$ cat config.mk
export PLATFORM = sky130hd
export DESIGN_NAME = pwrseq_ctrl
export DESIGN_NICKNAME = d
export VERILOG_FILES = /design/src/rtl/pwrseq_pkg.sv /design/src/rtl/pwrseq_ms_timer.sv /design/src/rtl/pwrseq_fault_latch.sv /design/src/rtl/pwrseq_blinker.sv /design/src/rtl/pwrseq_ctrl.sv
export SDC_FILE = /design/constraint.sdc
export NUM_CORES = 1
export LEC_CHECK = 0
export ABC_AREA = 1
export BUFFER_PORTS_ARGS = -buffer_cell sky130_fd_sc_hd__clkbuf_2
export CAP_MARGIN = 15
export CORE_ASPECT_RATIO = 1.25
export CORE_MARGIN = 3
export CORE_UTILIZATION = 42
export CTS_BUF_LIST = sky130_fd_sc_hd__clkbuf_16
export CTS_CLUSTER_SIZE = 14
export DETAILED_ROUTE_END_ITERATION = 10
export SYNTH_ARGS = -nofsm -noshare
export SYNTH_HDL_FRONTEND = slang
export SYNTH_SLANG_ARGS = --single-unit
$ cat constraint.sdc
create_clock -name clk -period 2.4 [get_ports clk]
set_input_delay 0.48 -clock clk [delete_from_list [all_inputs] [get_ports clk]]
set_output_delay 0.48 -clock clk [all_outputs]
set_load 0.01 [all_outputs]
$ cat src/rtl/pwrseq_pkg.sv
package pwrseq_pkg;
    typedef enum logic [2:0] {
        ST_RST_HOLD   = 3'd0,
        ST_PA_RAMP    = 3'd1,
        ST_RUN_PA     = 3'd2,
        ST_RUN_RXONLY = 3'd3,
        ST_SAFE       = 3'd4
    } seq_state_t;
endpackage

$ cat src/rtl/pwrseq_ms_timer.sv
module pwrseq_ms_timer #(
    parameter int MAX_MS = 10
) (
    input  logic                        clk,
    input  logic                        rst_n,
    input  logic                        ms_tick,
    input  logic                        en,
    input  logic                        clr,
    input  logic [$clog2(MAX_MS+1)-1:0] limit,
    output logic                        done
);
    localparam int TW = $clog2(MAX_MS + 1);

    logic [TW-1:0] cnt_q;

    assign done = en && ms_tick && (cnt_q == limit - TW'(1));

    always_ff @(posedge clk or negedge rst_n) begin
        if (!rst_n) begin
            cnt_q <= '0;
        end else if (clr || !en) begin
            cnt_q <= '0;
        end else if (ms_tick) begin
            cnt_q <= cnt_q + TW'(1);
        end
    end

    // the count never runs past the programmed limit while enabled
    a_r2_cnt_bounded: assert property (@(posedge clk) disable iff (!rst_n)
        en |-> (cnt_q < limit));
endmodule

$ cat src/rtl/pwrseq_fault_latch.sv
module pwrseq_fault_latch #(
    parameter int ERR_LIMIT = 10
) (
    input  logic clk,
    input  logic rst_n,
    input  logic fault_strobe,
    input  logic emerg_req,
    output logic tripped
);
    localparam int CW  = $clog2(ERR_LIMIT + 2);
    localparam int SAT = ERR_LIMIT + 1;

    logic [CW-1:0] cnt_q, cnt_nxt;
    logic          flag_q, set_now;

    always_comb begin
        cnt_nxt = cnt_q;
        if (fault_strobe && (int'(cnt_q) != SAT)) begin
            cnt_nxt = cnt_q + CW'(1);
        end
        set_now = emerg_req || (int'(cnt_nxt) > ERR_LIMIT);
    end

    assign tripped = flag_q || set_now;

    always_ff @(posedge clk or negedge rst_n) begin
        if (!rst_n) begin
            cnt_q  <= '0;
            flag_q <= 1'b0;
        end else begin
            cnt_q  <= cnt_nxt;
            flag_q <= flag_q || set_now;
        end
    end

    // the counter stops at the saturation value
    a_r7_cnt_saturates: assert property (@(posedge clk) disable iff (!rst_n)
        int'(cnt_q) <= SAT);
    // a count beyond the limit always has the flag set
    a_r7_over_limit_flags: assert property (@(posedge clk) disable iff (!rst_n)
        (int'(cnt_q) > ERR_LIMIT) |-> flag_q);
    // the emergency flag is sticky
    a_r8_flag_sticky: assert property (@(posedge clk) disable iff (!rst_n)
        flag_q |=> flag_q);
endmodule

$ cat src/rtl/pwrseq_blinker.sv
module pwrseq_blinker #(
    parameter int BLINK_HALF_MS = 250
) (
    input  logic clk,
    input  logic rst_n,
    input  logic ms_tick,
    input  logic run,
    output logic phase
);
    localparam int BW = $clog2(BLINK_HALF_MS + 1);

    logic [BW-1:0] cnt_q;

    always_ff @(posedge clk or negedge rst_n) begin
        if (!rst_n) begin
            cnt_q <= '0;
            phase <= 1'b1;
        end else if (!run) begin
            cnt_q <= '0;
            phase <= 1'b1;
        end else if (ms_tick) begin
            if (int'(cnt_q) == BLINK_HALF_MS - 1) begin
                cnt_q <= '0;
                phase <= ~phase;
            end else begin
                cnt_q <= cnt_q + BW'(1);
            end
        end
    end

    // while running, the phase only changes after a sampled tick
    a_r9_toggle_on_tick: assert property (@(posedge clk) disable iff (!rst_n)
        (run && $past(run) && !$stable(phase)) |-> $past(ms_tick));
endmodule

$ cat src/rtl/pwrseq_ctrl.sv
module pwrseq_ctrl
    import pwrseq_pkg::*;
#(
    parameter int RST_MS        = 10,
    parameter int PA_SETTLE_MS  = 5,
    parameter int ERR_LIMIT     = 10,
    parameter int BLINK_HALF_MS = 250
) (
    input  logic clk,
    input  logic rst_n,
    input  logic ms_tick,
    input  logic pa_present,
    input  logic fault_strobe,
    input  logic emerg_req,
    output logic fpga_rst_n,
    output logic pa_vdd_en,
    output logic tx_mix_en,
    output logic safe_led
);
    localparam int MAX_MS = (RST_MS > PA_SETTLE_MS) ? RST_MS : PA_SETTLE_MS;
    localparam int TW     = $clog2(MAX_MS + 1);

    seq_state_t    state_q, state_nxt;
    logic          tripped, tmr_done, tmr_en, tmr_clr, blink_phase;
    logic [TW-1:0] tmr_limit;

    pwrseq_fault_latch #(.ERR_LIMIT(ERR_LIMIT)) u_fault (
        .clk(clk), .rst_n(rst_n), .fault_strobe(fault_strobe),
        .emerg_req(emerg_req), .tripped(tripped)
    );

    assign tmr_en    = (state_q == ST_RST_HOLD) || (state_q == ST_PA_RAMP);
    assign tmr_limit = (state_q == ST_RST_HOLD) ? TW'(RST_MS) : TW'(PA_SETTLE_MS);
    assign tmr_clr   = (state_nxt != state_q);

    pwrseq_ms_timer #(.MAX_MS(MAX_MS)) u_timer (
        .clk(clk), .rst_n(rst_n), .ms_tick(ms_tick), .en(tmr_en),
        .clr(tmr_clr), .limit(tmr_limit), .done(tmr_done)
    );

    pwrseq_blinker #(.BLINK_HALF_MS(BLINK_HALF_MS)) u_blink (
        .clk(clk), .rst_n(rst_n), .ms_tick(ms_tick),
        .run(state_q == ST_SAFE), .phase(blink_phase)
    );

    // Next-state logic
    always_comb begin
        state_nxt = state_q;
        unique case (state_q)
            ST_RST_HOLD:   if (tmr_done) state_nxt = pa_present ? ST_PA_RAMP : ST_RUN_RXONLY;
            ST_PA_RAMP:    if (tmr_done) state_nxt = ST_RUN_PA;
            ST_RUN_PA:     state_nxt = ST_RUN_PA;
            ST_RUN_RXONLY: state_nxt = ST_RUN_RXONLY;
            ST_SAFE:       state_nxt = ST_SAFE;
            default:       state_nxt = ST_SAFE;
        endcase
        if (tripped) state_nxt = ST_SAFE;
    end

    // State register
    always_ff @(posedge clk or negedge rst_n) begin
        if (!rst_n) state_q <= ST_RST_HOLD;
        else        state_q <= state_nxt;
    end

    // Output decode
    always_comb begin
        fpga_rst_n = 1'b1;
        pa_vdd_en  = 1'b0;
        tx_mix_en  = 1'b0;
        safe_led   = 1'b0;
        unique case (state_q)
            ST_RST_HOLD:   fpga_rst_n = 1'b0;
            ST_PA_RAMP:    pa_vdd_en  = 1'b1;
            ST_RUN_PA:     begin pa_vdd_en = 1'b1; tx_mix_en = 1'b1; end
            ST_RUN_RXONLY: tx_mix_en  = 1'b1;
            ST_SAFE:       safe_led   = blink_phase;
            default:       fpga_rst_n = 1'b0;
        endcase
    end

    // supply only with the processing logic out of reset
    a_r3_pa_after_release: assert property (@(posedge clk) disable iff (!rst_n)
        pa_vdd_en |-> fpga_rst_n);
    // mixer is never switched on together with the supply
    a_r5_mix_not_with_pa: assert property (@(posedge clk) disable iff (!rst_n)
        $rose(pa_vdd_en) |-> !tx_mix_en);
    // a trip leaves supply and mixer off from the next edge
    a_r6_trip_quiets: assert property (@(posedge clk) disable iff (!rst_n)
        tripped |=> (!pa_vdd_en && !tx_mix_en && fpga_rst_n));
    // safe state is left only through reset
    a_r8_safe_sticky: assert property (@(posedge clk) disable iff (!rst_n)
        (state_q == ST_SAFE) |=> (state_q == ST_SAFE));
endmodule

==> summary.txt <==
STA
  – Fin. max-slew vios: 0
  – F_max: 576 MHz
  – Fin crit share: roughly 72%
  – Min Tclk post-route: ~1.7 ns
  – Final hold viol count: 0
  – RSZ-0062 raised after global routing: no
  – Layout Skew: around 0.0023 ns
  – Worst-margin pin slew: about 0.5 ns
  – Relative slew slack: between 60% and 70%
  – Setup TNS: 0 ns
  – # setup viols final: 0

Worst setup path
  – WP buf/inv: 1
  – Worst EP arrival: about 1.3 ns
  – Setup crit end kind: primary output
  – Critical path cell sequence: nor2_2, nand2_2, nor2_1, clkbuf_2
  – CP Max Fanout: 4
  – CP top delay family: simple AND/OR/NAND/NOR gates
  – Startpoint Class: register
  – WS Path Type: reg2out
  – Worst setup path startpoint: state_q[0]
  – CP peak stage delay: between 0.4 and 0.5 ns
  – Slowest-stage cell, CP: dfrtp_1
  – Worst reg2reg path startpoint: u_fault.cnt_q[0]
  – Critical Path RT: around 1.9 ns

Yosys
  – Cells after synthesis: 133
  – Synth Area per Inst: just under 9 µm²
  – Synthesized Nets: roughly 140
  – Yosys top cell area share: ~43%
  – Synthesis Warnings: 0
  – Leading area contributor after synthesis: dfrtp_1
  – Synth top area cells: dfrtp_1, nand2_1, inv_1
  – Yosys reg bits: 21
  – Sequential area share after synthesis: approximately 45%
  – Post-synth cell types: 32
  – Mapped Area: 1160 µm²

Drt
  – Post-DR wirelength/cell: approximately 11 µm
  – Drt first pass iters: 4
  – Via density per instance: 4.97
  – Routed wire length: about 2000 µm
  – Vias: 885
  – Remaining DRCs: 0
  – First-iteration detailed-routing DRC count: 14
  – ANT nets after route: 0

Die
  – DIE AREA: ~3400 µm²
  – Row cnt: 20
  – Die Ht: 64.7 µm
  – I/O pin count: 10
  – Die X-Extent: approximately 53 µm
  – Starting density of the core: between 40% and 50%
  – Core area: 2530 µm²

Global routing
  – Largest net degree at the start of global routing: 22
  – Vias in the first global route: 873
  – Total GRT Usage: between 10% and 20%
  – Initial antenna violation count: 0
  – Grt ovf: 0
  – First-pass GRT wire length: roughly 3600 µm

CTS
  – CTS clk-pin slew, worst paths: around 0.05 ns
  – Clk buf depth: 2
  – Post-CTS sizing: 0
  – Root buf cell: clkbuf_16
  – Clock Sinks: 21
  – TritonCTS clock tree: yes
  – Hold_buf cts: 0
  – H-tree levels: 1
  – Setup Fix Bufs, Post-CTS: 0
  – Cts bufs inserted: 3
  – Clk_lat worst skew: roughly 0.25 ns

Cells and area
  – Share of cells above drive strength 1: between 10% and 20%
  – Nets: about 160
  – Area growth, synth to finish: 13.4%
  – Antenna Cells: 0
  – Final core utilization: 52.0%
  – Final instance area: roughly 1300 µm²

Place
  – Post-DP HPWL: about 1600 µm
  – GPL Wtd Cong: between 0.8 and 0.9
  – Buffers added on ports: 9
  – Placed cell area: between 1000 and 1500 µm²

Power
  – Peak supply drop: 0.424 mV
  – Power per cell area: ~860 nW/µm²
  – LEAKAGE: 0.610 nW
  – Pwr Total: around 1.1 mW

Worst hold path
  – Type of the tightest min-delay check: in2async

Outcome
  – Status: finished clean

Run
  – Max Cap Violations: 0
## layout by cell type, fill, tap and decap left out, types with 3 or more instances in the layout
master and instances:
a21oi_1 7, clkbuf_16 3, clkbuf_2 9, dfrtp_1 20
ha_1 4, inv_1 16, nand2_1 20, nand2_2 5
nand3_1 10, nor2_1 9, nor3_1 9, o21ai_0 3
xor2_1 3
## kinds of logic (layout without fill, tap and decap cells)
kind of cell	after synthesis	after routing	share of synthesized area, %
XOR/XNOR	4	4	3.02
flip-flops	21	21	45.5
adder cells (fa/ha/maj)	4	4	4.32
AND/OR/NAND/NOR	67	67	30.7
AO/OA/AOI/OAI	16	16	7.78
multiplexers	2	2	1.73
buffers and inverters	19	31	7.02
## layer usage
metal,share of wire (%),global-route usage [%],wire [µm]
met2,52,25.2,1060
met1,43,15.0,879
met4,1.9,6.71,39
met5,0,0,0
met3,2.7,3.22,56
## report_power, final
group	switching, mW	total (mW)	internal [mW]	leakage, nW
combinational	0.158	0.262	0.104	0.312
sequential	0.0756	0.517	0.441	0.257
clock	0.125	0.348	0.224	0.0409
## metrics by stage
stage / hold slack [ns] / setup slack [ns] / instances
global placement: 0.482 / 0.923 / 174
global route: 0.225 / 0.594 / 178
detailed placement: 0.483 / 0.886 / 174
CTS: 0.206 / 0.631 / 178
floorplan: 0.184 / 1.06 / 133
finish: 0.184 / 0.665 / 178
## state kept, by name, indices dropped and copies added, names as in the netlist
name            cells
u_blink.cnt_q       8
u_fault.cnt_q       4
u_timer.cnt_q       4
state_q             3
u_blink.phase       1
u_fault.flag_q      1
## final timing paths
kind,endpoint,slack (ns),cells past startpoint
min in group clk,u_fault.flag_q,0.50,3
setup / recovery,safe_led,0.67,4
setup reg to reg,u_timer.cnt_q[2],0.90,10
hold / removal,u_fault.cnt_q[2],0.18,1
max in group asynchronous,u_blink.phase,1.86,1
hold reg to reg,u_blink.phase,0.50,2
## Yosys cell counts
| library cell | n |
|---|---|
| dfrtp_1 | 20 |
| nand2_1 | 20 |
| inv_1 | 16 |
| nand3_1 | 10 |
| nor2_1 | 9 |
| nor3_1 | 9 |
| a21oi_1 | 7 |
| nand2_2 | 5 |
| ha_1 | 4 |
| o21ai_0 | 3 |
| xor2_1 | 3 |
| mux2i_1 | 2 |
| nand3_2 | 2 |
| nand4_1 | 2 |
| nor2_4 | 2 |
| nor3b_1 | 2 |
| o21ai_1 | 2 |
| a21o_2 | 1 |
| and3_1 | 1 |
| buf_6 | 1 |
| dfstp_2 | 1 |
| inv_2 | 1 |
| inv_4 | 1 |
| nand3_4 | 1 |
| nand3b_1 | 1 |
| nor2_2 | 1 |
| nor4_1 | 1 |
| o211ai_1 | 1 |
| o21bai_1 | 1 |
| o22ai_1 | 1 |
| or2_0 | 1 |
| xnor2_1 | 1 |
## final cells by class
cell class / count / area (µm²)
clock buffers: 3 / 75.1
fillers: 246 / 1210
clock inverters: 1 / 5.00
flip-flops and latches: 21 / 527
well taps: 33 / 41.3
inverters: 18 / 70.1
multi-input cells: 93 / 551
repair buffers: 9 / 45.0
## worst reg2reg max path: stages, from the launching register on
cell and delay, ns:
dfrtp_1 0.40, ha_1 0.25, nand3_2 0.11, nand2_2 0.08, nand2_1 0.07, nand2_2 0.05, nand2_1 0.06, nand2_1 0.06
nand2_2 0.09, nand3_4 0.10, nor3_1 0.15
Power figures use the tool's default switching activity.
